--- src/rtl/offl_pkg.sv ---
package offl_pkg;
  localparam int unsigned NUM_RS = 3;

  localparam logic [6:0] OPC_ALU  = 7'h0B;
  localparam logic [6:0] OPC_TERN = 7'h2B;
  localparam logic [6:0] OPC_MEM  = 7'h5B;
  localparam logic [2:0] F3_LOAD  = 3'b000;
  localparam logic [2:0] F3_STORE = 3'b001;
  localparam logic [1:0] MODE_USER = 2'b00;
  localparam logic [1:0] MODE_RSVD = 2'b10;

  typedef enum logic [1:0] {
    SLOT_FREE      = 2'd0,
    SLOT_ISSUED    = 2'd1,
    SLOT_COMMITTED = 2'd2
  } slot_state_e;

  typedef struct packed {
    logic              supported;
    logic [NUM_RS-1:0] need_rs;
    logic              writes_rd;
    logic              is_mem;
    logic              may_fault;
  } dec_t;
endpackage

--- src/rtl/offl_decode.sv ---
module offl_decode
  import offl_pkg::*;
(
  input  logic [31:0] instr_i,
  input  logic [1:0]  mode_i,
  output dec_t        dec_o
);
  logic [6:0]        opc;
  logic [2:0]        f3;
  logic              rd_nz;
  logic [NUM_RS-1:0] rs_nz;

  assign opc   = instr_i[6:0];
  assign f3    = instr_i[14:12];
  assign rd_nz = |instr_i[11:7];
  // x0 reads as zero, so no wait is needed for it
  assign rs_nz = {|instr_i[31:27], |instr_i[24:20], |instr_i[19:15]};

  always_comb begin
    dec_o = '0;
    if (mode_i != MODE_RSVD) begin
      unique case (opc)
        OPC_ALU: begin
          dec_o.supported = 1'b1;
          dec_o.need_rs   = {1'b0, rs_nz[1:0]};
          dec_o.writes_rd = rd_nz;
        end
        OPC_TERN: begin
          if (instr_i[26:25] == 2'b00) begin
            dec_o.supported = 1'b1;
            dec_o.need_rs   = rs_nz;
            dec_o.writes_rd = rd_nz;
          end
        end
        OPC_MEM: begin
          if (mode_i != MODE_USER) begin
            if (f3 == F3_LOAD) begin
              dec_o.supported = 1'b1;
              dec_o.need_rs   = {2'b00, rs_nz[0]};
              dec_o.writes_rd = rd_nz;
              dec_o.is_mem    = 1'b1;
              dec_o.may_fault = 1'b1;
            end else if (f3 == F3_STORE) begin
              dec_o.supported = 1'b1;
              dec_o.need_rs   = {1'b0, rs_nz[1:0]};
              dec_o.is_mem    = 1'b1;
              dec_o.may_fault = 1'b1;
            end
          end
        end
        default: dec_o = '0;
      endcase
    end
  end
endmodule

--- src/rtl/offl_slot.sv ---
module offl_slot
  import offl_pkg::*;
(
  input  logic        clk_i,
  input  logic        rst_ni,
  input  logic        alloc_i,
  input  logic        commit_i,
  input  logic        kill_i,
  input  logic        release_i,
  output slot_state_e state_o
);
  slot_state_e state_d, state_q;

  always_comb begin
    state_d = state_q;
    unique case (state_q)
      SLOT_FREE: begin
        if (alloc_i) state_d = SLOT_ISSUED;
      end
      SLOT_ISSUED: begin
        if (commit_i) begin
          if (kill_i || release_i) state_d = SLOT_FREE;
          else                     state_d = SLOT_COMMITTED;
        end
      end
      SLOT_COMMITTED: begin
        if (release_i) state_d = SLOT_FREE;
      end
      default: state_d = SLOT_FREE;
    endcase
  end

  always_ff @(posedge clk_i or negedge rst_ni) begin
    if (!rst_ni) state_q <= SLOT_FREE;
    else         state_q <= state_d;
  end

  assign state_o = state_q;
endmodule

--- src/rtl/offl_release.sv ---
module offl_release
  import offl_pkg::*;
(
  input  logic        exe_valid_i,
  input  slot_state_e exe_state_i,
  input  logic        commit_now_ok_i,
  input  logic        result_ready_i,
  output logic        result_valid_o,
  output logic        exe_ready_o,
  output logic        fire_o
);
  logic cleared;

  assign cleared        = (exe_state_i == SLOT_COMMITTED) || commit_now_ok_i;
  assign result_valid_o = exe_valid_i && cleared;
  // free ID: stale work, consume and drop
  assign exe_ready_o    = (cleared && result_ready_i) || (exe_state_i == SLOT_FREE);
  assign fire_o         = result_valid_o && result_ready_i;
endmodule

--- src/rtl/offload_tracker.sv ---
module offload_tracker
  import offl_pkg::*;
#(
  parameter int unsigned ID_WIDTH = 4
) (
  input  logic                clk_i,
  input  logic                rst_ni,
  input  logic                issue_valid_i,
  output logic                issue_ready_o,
  input  logic [31:0]         issue_instr_i,
  input  logic [1:0]          issue_mode_i,
  input  logic [ID_WIDTH-1:0] issue_id_i,
  input  logic [NUM_RS-1:0]   issue_rs_valid_i,
  output logic                issue_accept_o,
  output logic                issue_writeback_o,
  output logic                issue_loadstore_o,
  output logic                issue_exc_o,
  input  logic                commit_valid_i,
  input  logic [ID_WIDTH-1:0] commit_id_i,
  input  logic                commit_kill_i,
  input  logic                exe_valid_i,
  input  logic [ID_WIDTH-1:0] exe_id_i,
  output logic                exe_ready_o,
  output logic                result_valid_o,
  input  logic                result_ready_i,
  output logic [ID_WIDTH-1:0] result_id_o
);
  localparam int unsigned NUM_IDS = 1 << ID_WIDTH;

  dec_t        dec;
  logic        ops_ok;
  logic        take;
  logic        commit_now_ok;
  logic        res_fire;
  slot_state_e exe_state;
  slot_state_e slot_state [NUM_IDS];

  offl_decode u_dec (
    .instr_i (issue_instr_i),
    .mode_i  (issue_mode_i),
    .dec_o   (dec)
  );

  assign ops_ok            = &(issue_rs_valid_i | ~dec.need_rs);
  assign issue_ready_o     = !dec.supported || ops_ok;
  assign issue_accept_o    = dec.supported && ops_ok;
  assign issue_writeback_o = issue_accept_o && dec.writes_rd;
  assign issue_loadstore_o = issue_accept_o && dec.is_mem;
  assign issue_exc_o       = issue_accept_o && dec.may_fault;
  assign take              = issue_valid_i && issue_ready_o && issue_accept_o;

  assign exe_state     = slot_state[exe_id_i];
  assign commit_now_ok = commit_valid_i && !commit_kill_i &&
                         (commit_id_i == exe_id_i) && (exe_state == SLOT_ISSUED);

  offl_release u_rel (
    .exe_valid_i     (exe_valid_i),
    .exe_state_i     (exe_state),
    .commit_now_ok_i (commit_now_ok),
    .result_ready_i  (result_ready_i),
    .result_valid_o  (result_valid_o),
    .exe_ready_o     (exe_ready_o),
    .fire_o          (res_fire)
  );

  assign result_id_o = exe_id_i;

  for (genvar g = 0; g < NUM_IDS; g++) begin : g_slot
    localparam logic [ID_WIDTH-1:0] SLOT_ID = ID_WIDTH'(g);
    offl_slot u_slot (
      .clk_i     (clk_i),
      .rst_ni    (rst_ni),
      .alloc_i   (take && (issue_id_i == SLOT_ID)),
      .commit_i  (commit_valid_i && (commit_id_i == SLOT_ID)),
      .kill_i    (commit_kill_i),
      .release_i (res_fire && (exe_id_i == SLOT_ID)),
      .state_o   (slot_state[g])
    );
  end
endmodule

--- config.mk ---
export PLATFORM = sky130hd
export DESIGN_NAME = offload_tracker
export DESIGN_NICKNAME = d
export VERILOG_FILES = /design/src/rtl/offl_pkg.sv /design/src/rtl/offl_decode.sv /design/src/rtl/offl_slot.sv /design/src/rtl/offl_release.sv /design/src/rtl/offload_tracker.sv
export SDC_FILE = /design/constraint.sdc
export NUM_CORES = 1
export LEC_CHECK = 0
export ABC_AREA = 0
export BUFFER_PORTS_ARGS = -buffer_cell sky130_fd_sc_hd__clkbuf_2
export CAP_MARGIN = 30
export CORE_MARGIN = 4
export CORE_UTILIZATION = 48
export DETAILED_ROUTE_END_ITERATION = 10
export PLACE_DENSITY = 0.78
export RECOVER_POWER = 25
export SYNTH_ARGS = -nofsm -noshare
export SYNTH_HDL_FRONTEND = slang
export SYNTH_SLANG_ARGS = --single-unit
export TNS_END_PERCENT = 20
--- constraint.sdc ---
create_clock -name clk_i -period 2.5 [get_ports clk_i]
set_clock_uncertainty 0.1 [all_clocks]
set_input_delay 0.5 -clock clk_i [delete_from_list [all_inputs] [get_ports clk_i]]
set_output_delay 0.5 -clock clk_i [all_outputs]
set_load 0.01 [all_outputs]
# After elaboration in Yosys (flattened, before gate mapping)
# Index checks and enable logic that the tools add are counted.
dict set report word_totals {
  input_bits 56
  reg_bits 32
}
dict set report classes {
  n_lt_le_gt_ge 1
  eq_ne 133
  bitwise_logic 3
  n_reduce_logical 125
  muxes 93
}
# operator count
set op_table {}
lappend op_table {{$mux 2} 69}
lappend op_table {{$eq 4x4->1 const B} 24}
lappend op_table {{$ne 2x1->1 const B} 48}
lappend op_table {{$pmux 2 s3} 16}
lappend op_table {{$logic_and 1x1->1} 60}
lappend op_table {{$reduce_and 3->1} 17}
lappend op_table {{$eq 4x3->1 const B} 12}
lappend op_table {{$logic_not 2->1} 18}
lappend op_table {{$eq 2x1->1 const B} 17}
lappend op_table {{$eq 2x2->1 const B} 17}
lappend op_table {{$eq 4x2->1 const B} 6}
lappend op_table {{$reduce_or 5->1} 4}
lappend op_table {{$logic_or 1x1->1} 19}
lappend op_table {{$pmux 5 s3} 1}
lappend op_table {{$mux 7} 2}
lappend op_table {{$eq 4x1->1 const B} 3}
lappend op_table {{$logic_not 4->1} 3}
lappend op_table {{$bmux 2 s4} 1}
lappend op_table {{$mux 4} 2}
lappend op_table {{$eq 7x4->1 const B} 1}
lappend op_table {{$eq 7x6->1 const B} 1}
lappend op_table {{$eq 7x7->1 const B} 1}
lappend op_table {{$ge 5x5->1 const B} 1}
lappend op_table {{$mux 5} 1}
lappend op_table {{10 further kinds} 11}

# Longest topological paths before layout
dict set report logic_depth {
  word_depth 15
  mapped_depth 8
  mapped_depth_nobuf 5
}

# By module
# A second synthesis with hierarchy kept.
dict set report unflattened {
  cells_unflattened 278
  area_unflattened_um2 2477.4
}
# module area_per_inst_um2 instances cells_each
set modules_own_cells {}
lappend modules_own_cells {offl_slot 90.1 16 8}
lappend modules_own_cells {offload_tracker 787.0 1 121}
lappend modules_own_cells {offl_decode 202.7 1 23}
lappend modules_own_cells {offl_release 46.3 1 6}

# Worst setup path before layout
# Ideal clock, no wire load.
dict set report synth_path {
  kind {in2out}
  from {input port issue_instr_i[20]}
  to {output port issue_loadstore_o}
  path_buffers 3
  slack_ns -0.317
  stages 8
  arrival_ns 2.217
  required_time_ns 1.900
  cell_sequence {or4_1 -> nor2_1 -> o32ai_1 -> or3b_1 -> buf_6 -> buf_6 -> nor2_1 -> buf_4}
}
dict set report synth_between {
  elab_chain_len 11
}
# element line
set synth_lines {}
lappend synth_lines {{start: declaration} offload_tracker.sv:10} ;# input logic [31:0] issue_instr_i,
lappend synth_lines {{$reduce_or 5->1 *} offl_decode.sv:17} ;# assign rs_nz = {|instr_i[31:27], |instr_i[24:20], |instr_i[19:15]};
lappend synth_lines {{$mux 4} offl_decode.sv:43} ;# end else if (f3 == F3_STORE) begin
lappend synth_lines {{$mux 4} offl_decode.sv:37} ;# if (f3 == F3_LOAD) begin
lappend synth_lines {{$mux 7} offl_decode.sv:36} ;# if (mode_i != MODE_USER) begin
lappend synth_lines {{$pmux 5 s3 *} offl_decode.sv:22} ;# unique case (opc)
lappend synth_lines {{$mux 7 *} offl_decode.sv:21} ;# if (mode_i != MODE_RSVD) begin
lappend synth_lines {{$not 3->3 *} offload_tracker.sv:44} ;# assign ops_ok = &(issue_rs_valid_i | ~dec.need_rs);
lappend synth_lines {{$or 3x3->3 *} offload_tracker.sv:44}
lappend synth_lines {{$reduce_and 3->1 *} offload_tracker.sv:44}
lappend synth_lines {{$logic_and 1x1->1 *} offload_tracker.sv:46} ;# assign issue_accept_o = dec.supported && ops_ok;
lappend synth_lines {{$logic_and 1x1->1 *} offload_tracker.sv:48} ;# assign issue_loadstore_o = issue_accept_o && dec.is_mem;
lappend synth_lines {{end: declaration} offload_tracker.sv:16} ;# output logic issue_loadstore_o,
# Mark *: on every way between the ends. The rest lies on a longest branch, timed or not.

# Final worst setup path
dict set report layout_path {
  from {input port issue_instr_i[27]}
  to {output port issue_writeback_o}
}
dict set report layout_between {
  elab_chain_len 9
}
# element line
set layout_lines {}
lappend layout_lines {{$reduce_or 5->1} offl_decode.sv:17}
lappend layout_lines {{$mux 5} offl_decode.sv:29} ;# if (instr_i[26:25] == 2'b00) begin
lappend layout_lines {{$pmux 5 s3} offl_decode.sv:22}
lappend layout_lines {{$mux 7} offl_decode.sv:21}
lappend layout_lines {{$not 3->3} offload_tracker.sv:44}
lappend layout_lines {{$or 3x3->3} offload_tracker.sv:44}
lappend layout_lines {{$reduce_and 3->1} offload_tracker.sv:44}
lappend layout_lines {{$logic_and 1x1->1} offload_tracker.sv:46}
lappend layout_lines {{$logic_and 1x1->1} offload_tracker.sv:47} ;# assign issue_writeback_o = issue_accept_o && dec.writes_rd;
lappend layout_lines {{end: declaration} offload_tracker.sv:15} ;# output logic issue_writeback_o,
# Every way passes these cells.

==> out/results.md <==
| Step | Item | Reported |
|---|---|---|
| setup path | Worst Reg-to-Reg Cells | 7 |
| sta | FMAX | 376 MHz |
| clocking | Maximum count of clock buffers along a single path | 2 |
| routing | Routed WL | 7360 um |
| setup path | Worst r2r src | g_slot[6].u_slot.state_o[0] |
| sta | Worst slew pin tran | 1700 ps |
| global routing | Largest net degree at the start of global routing | 33 |
| sta | RSZ-0062 raised after global routing | true |
| status | Run status | finished, violations left |
| routing | Vias/cell | 5.90 |
| sta | Post-route worst hold slack | 517 ps |
| sta | Final hold violations | 0 |
| placement | Post-detail-place hpwl | 5900 um |
| pwr | Pwr dens | 359 nW/um^2 |
| cells and area | Share of final-layout standard cells stronger than drive strength 1 | 33.8% |
| setup path | Setup slack, reg-to-reg | 490 ps |
| min path | Path class of the lowest-slack min-delay path | reg2reg |
| synthesis | Proportion of synthesized flip-flops having asynchronous set or reset | 100% |
| floorplanning | Number of core rows | 25 |
| min path | Min-Delay Path Depth | 2 |
| synthesis | Number of different library cells in the post-synthesis netlist | 42 |
| synthesis | Number of nets in the synthesized netlist | 338 |
| sta | Final period utilization | 107% |
| sta | Normalized max-slew margin | -13.6% |
| synthesis | Number of flops mapped to enable cells by yosys | 0 |
| cells and area | Area delta synth->final | 26.7% |
| sta | Clock period minus final worst setup slack | 2660 ps |
| routing | ANT nets after route | 0 |
| clocking | Number of clock sinks | 32 |
| clocking | Register clock-pin slew on the reported worst setup and hold paths | 60 ps |
| pwr | Leak | 1.42 nW |
| pwr | VDD IR max | 0.164 mV |
| synthesis | Cell accounting for the most synthesized area | sky130_fd_sc_hd__dfrtp_1 |
| synthesis | Mean Syn Cell Area | 8.75 sq um |
| routing | Average detailed-routed wire length per instance | 17.0 um |
| clocking | CTS H-Tree Depth | 2 |
| setup path | Delay-heaviest family, CP | simple AND/OR/NAND/NOR gates |
| routing | First-pass DRT Iterations | 6 |
| sta | Final setup violation count | 6 |
| run | Count of maximum capacitance violations | 1 |
| global routing | Total congestion overflow | 0 |
| sta | Post-route setup slack | -163 ps |
| synthesis | Most common flop cell mapped by yosys | sky130_fd_sc_hd__dfrtp_1 |
| setup path | Element type at the critical path start | input pin |
| global routing | Global-route usage over all layers | 25.3% |
| floorplanning | Floorplan core area | 4850 sq um |
| clocking | Root Driver | sky130_fd_sc_hd__clkbuf_8 |
| min path | Capture endpoint of the worst hold path | g_slot[3].u_slot.state_o[0] |
| synthesis | Synth top area share | 32.5% |
| setup path | Slowest-stage cell, CP | sky130_fd_sc_hd__or4_1 |
| setup path | Worst path max stage delay | 510 ps |
| setup path | Crit end category | output port |
| synthesis | Post-synthesis instance area | 2470 sq um |
| setup path | Critical path class | in2out |
| setup path | Critical register-to-register path endpoint | g_slot[2].u_slot.state_o[1] |
| placement | Cell area after placement | 2960 sq um |
| cells and area | Number of diodes | 0 |
| setup path | Sequence of cells on the critical path | clkbuf_2, or4_1, o211ai_1, or3b_4, nor3b_4, buf_2 |
| status | Violations in the final reports | capacitance limit, slew limit, setup timing |
| synthesis | Yosys warns | 0 |
| floorplanning | Y dimension of the die | 79.7 um |
| sta | Final Max Slew Viols | 33 |
| routing | DRC | 0 |
| global routing | Vias in the first global route | 2673 |
| synthesis | Number of synthesized register bits | 32 |
| routing | Violation count after the first detailed-route iteration | 281 |
| setup path | CP bufs+invs | 2 |
| synthesis | Cell types with the largest area share after synthesis | sky130_fd_sc_hd__dfrtp_1, sky130_fd_sc_hd__nor2b_1, sky130_fd_sc_hd__mux4_2 |
| cells and area | Final Instance Count excl. Fillers | 434 |
| setup path | Crit path DAT | 2060 ps |
| setup path | Maximum net fanout on the critical path | 4 |
| cells and area | Max FFs per register | 32 |
| global routing | Number of antenna violations at the first check in global routing | 0 |
| clocking | TritonCTS clock tree | done |
| synthesis | Post-Synthesis Cells | 282 |
| routing | Via count | 2561 |
| placement | Global placer's final weighted congestion | 0.876 |
| global routing | Wire length of the first global-routing pass | 12500 um |
| synthesis | Most frequent cells after synthesis | sky130_fd_sc_hd__nor2_1, sky130_fd_sc_hd__dfrtp_1, sky130_fd_sc_hd__nor2b_1, sky130_fd_sc_hd__o21ai_0 |
| setup path | WP data required | 1900 ps |
| placement | Total instance count after detailed placement | 421 |
| clocking | Clock latency of the later-clocked register in the worst-skew pair | 290 ps |
| floorplanning | Die area | 6350 sq um |
| placement | Port buffer count | 66 |
| cells and area | Total number of nets in the final design | 422 |
| floorplanning | Ports placed on the boundary | 67 |
| clocking | Number of buffers added by the clock tree synthesis step | 5 |
| synthesis | Most frequent cell after synthesis | sky130_fd_sc_hd__nor2_1 |
| floorplanning | Die width | 79.7 um |
| min path | Start point of the worst hold path | g_slot[3].u_slot.state_o[0] |
| synthesis | Fraction of the yosys area taken by sequential cells | 32.5% |
| cells and area | Area of all placed cells without fillers | 3130 sq um |
| floorplanning | Initial Utilization | 50.9% |
==> layer usage <==
| layer | vias to the layer above | global-route usage (%) | part of all wire, % |
|---|---|---|---|
| met3 | 28 | 5.08 | 9.9 |
| met1 | 1163 | 32.7 | 41 |
| met5 | - | 0 | 0 |
| met4 | 0 | 8.25 | 3.1 |
| met2 | 143 | 42.4 | 46 |
| li1 | 1227 | - | - |
==> how the worst max path moves through the flow <==
stage / startpoint / end / slack, ps / cells after the start
detailed placement: issue_instr_i[20] / issue_writeback_o / -280 / 7
CTS: issue_instr_i[27] / issue_writeback_o / -190 / 6
global route: issue_instr_i[27] / issue_writeback_o / -270 / 6
finish: issue_instr_i[27] / issue_writeback_o / -160 / 6
global placement: issue_instr_i[20] / issue_writeback_o / -260 / 7
floorplan: issue_instr_i[20] / issue_loadstore_o / -200 / 8
==> timing repair <==
action | in CTS | in global routing
resized for setup | 5 | 9
cloned | 0 | 0
setup endpoints to repair | 6 | 7
pin swaps | 3 | 3
hold buffers | 0 | 0
buffers inserted | 5 | 0
==> cell type report <==
| class | count | area [sq um] |
|---|---|---|
| clock buffer | 8 | 90.1 |
| fill | 416 | 1720 |
| inverter | 2 | 7.51 |
| multi-input combinational | 234 | 1610 |
| sequential | 32 | 801 |
| tap | 67 | 83.8 |
| timing repair buffer | 91 | 531 |
==> where the power goes <==
group	switching [W]	internal, W	total [W]
clock network	0.000181	0.000224	0.000405
registers	0.00000227	0.000520	0.000522
logic	0.000112	0.0000840	0.000196
==> layout by cell type (no fill, tap or decap), types with 6 or more instances in the layout <==
cell / instances
sky130_fd_sc_hd__a21oi_1: 17
sky130_fd_sc_hd__a31oi_1: 17
sky130_fd_sc_hd__buf_4: 24
sky130_fd_sc_hd__clkbuf_2: 59
sky130_fd_sc_hd__clkbuf_8: 6
sky130_fd_sc_hd__dfrtp_1: 32
sky130_fd_sc_hd__mux4_2: 8
sky130_fd_sc_hd__nand2_1: 14
sky130_fd_sc_hd__nand3_1: 16
sky130_fd_sc_hd__nor2_1: 32
sky130_fd_sc_hd__nor2b_1: 32
sky130_fd_sc_hd__o21ai_0: 19
sky130_fd_sc_hd__o31ai_1: 9
sky130_fd_sc_hd__o31ai_2: 7
sky130_fd_sc_hd__or4_1: 12
==> worst register-to-register path: cells and delay by family, from the launching register on <==
| kind | cells | cell delay (ps) |
|---|---|---|
| mux | 2 | 650 |
| buf+inv | 2 | 350 |
| flops | 1 | 420 |
| compound gates | 1 | 80 |
| simple gates | 2 | 300 |
==> through the flow <==
stage          power (W)  setup TNS (ps)  util [%]  setup WS (ps)
2_1_floorplan   0.000616            -642         -           -197
3_3_place_gp    0.000716           -1310      61.0           -262
3_5_place_dp    0.000720           -2610      61.0           -276
4_1_cts          0.00113            -704      64.0           -188
5_1_grt          0.00118           -1160      64.5           -274
6_report         0.00112            -601      64.5           -163
==> kinds of logic (layout without fill, tap and decap cells) <==
logic type / Yosys count / count (layout) / share of synthesized area, %
AO/OA/AOI/OAI: 75 / 75 / 19.9
XOR/XNOR: 4 / 4 / 1.42
buffers and inverters: 16 / 101 / 3.91
flip-flops: 32 / 32 / 32.5
multiplexers: 13 / 13 / 9.69
AND/OR/NAND/NOR: 142 / 142 / 32.6
Power figures use the tool's default switching activity.
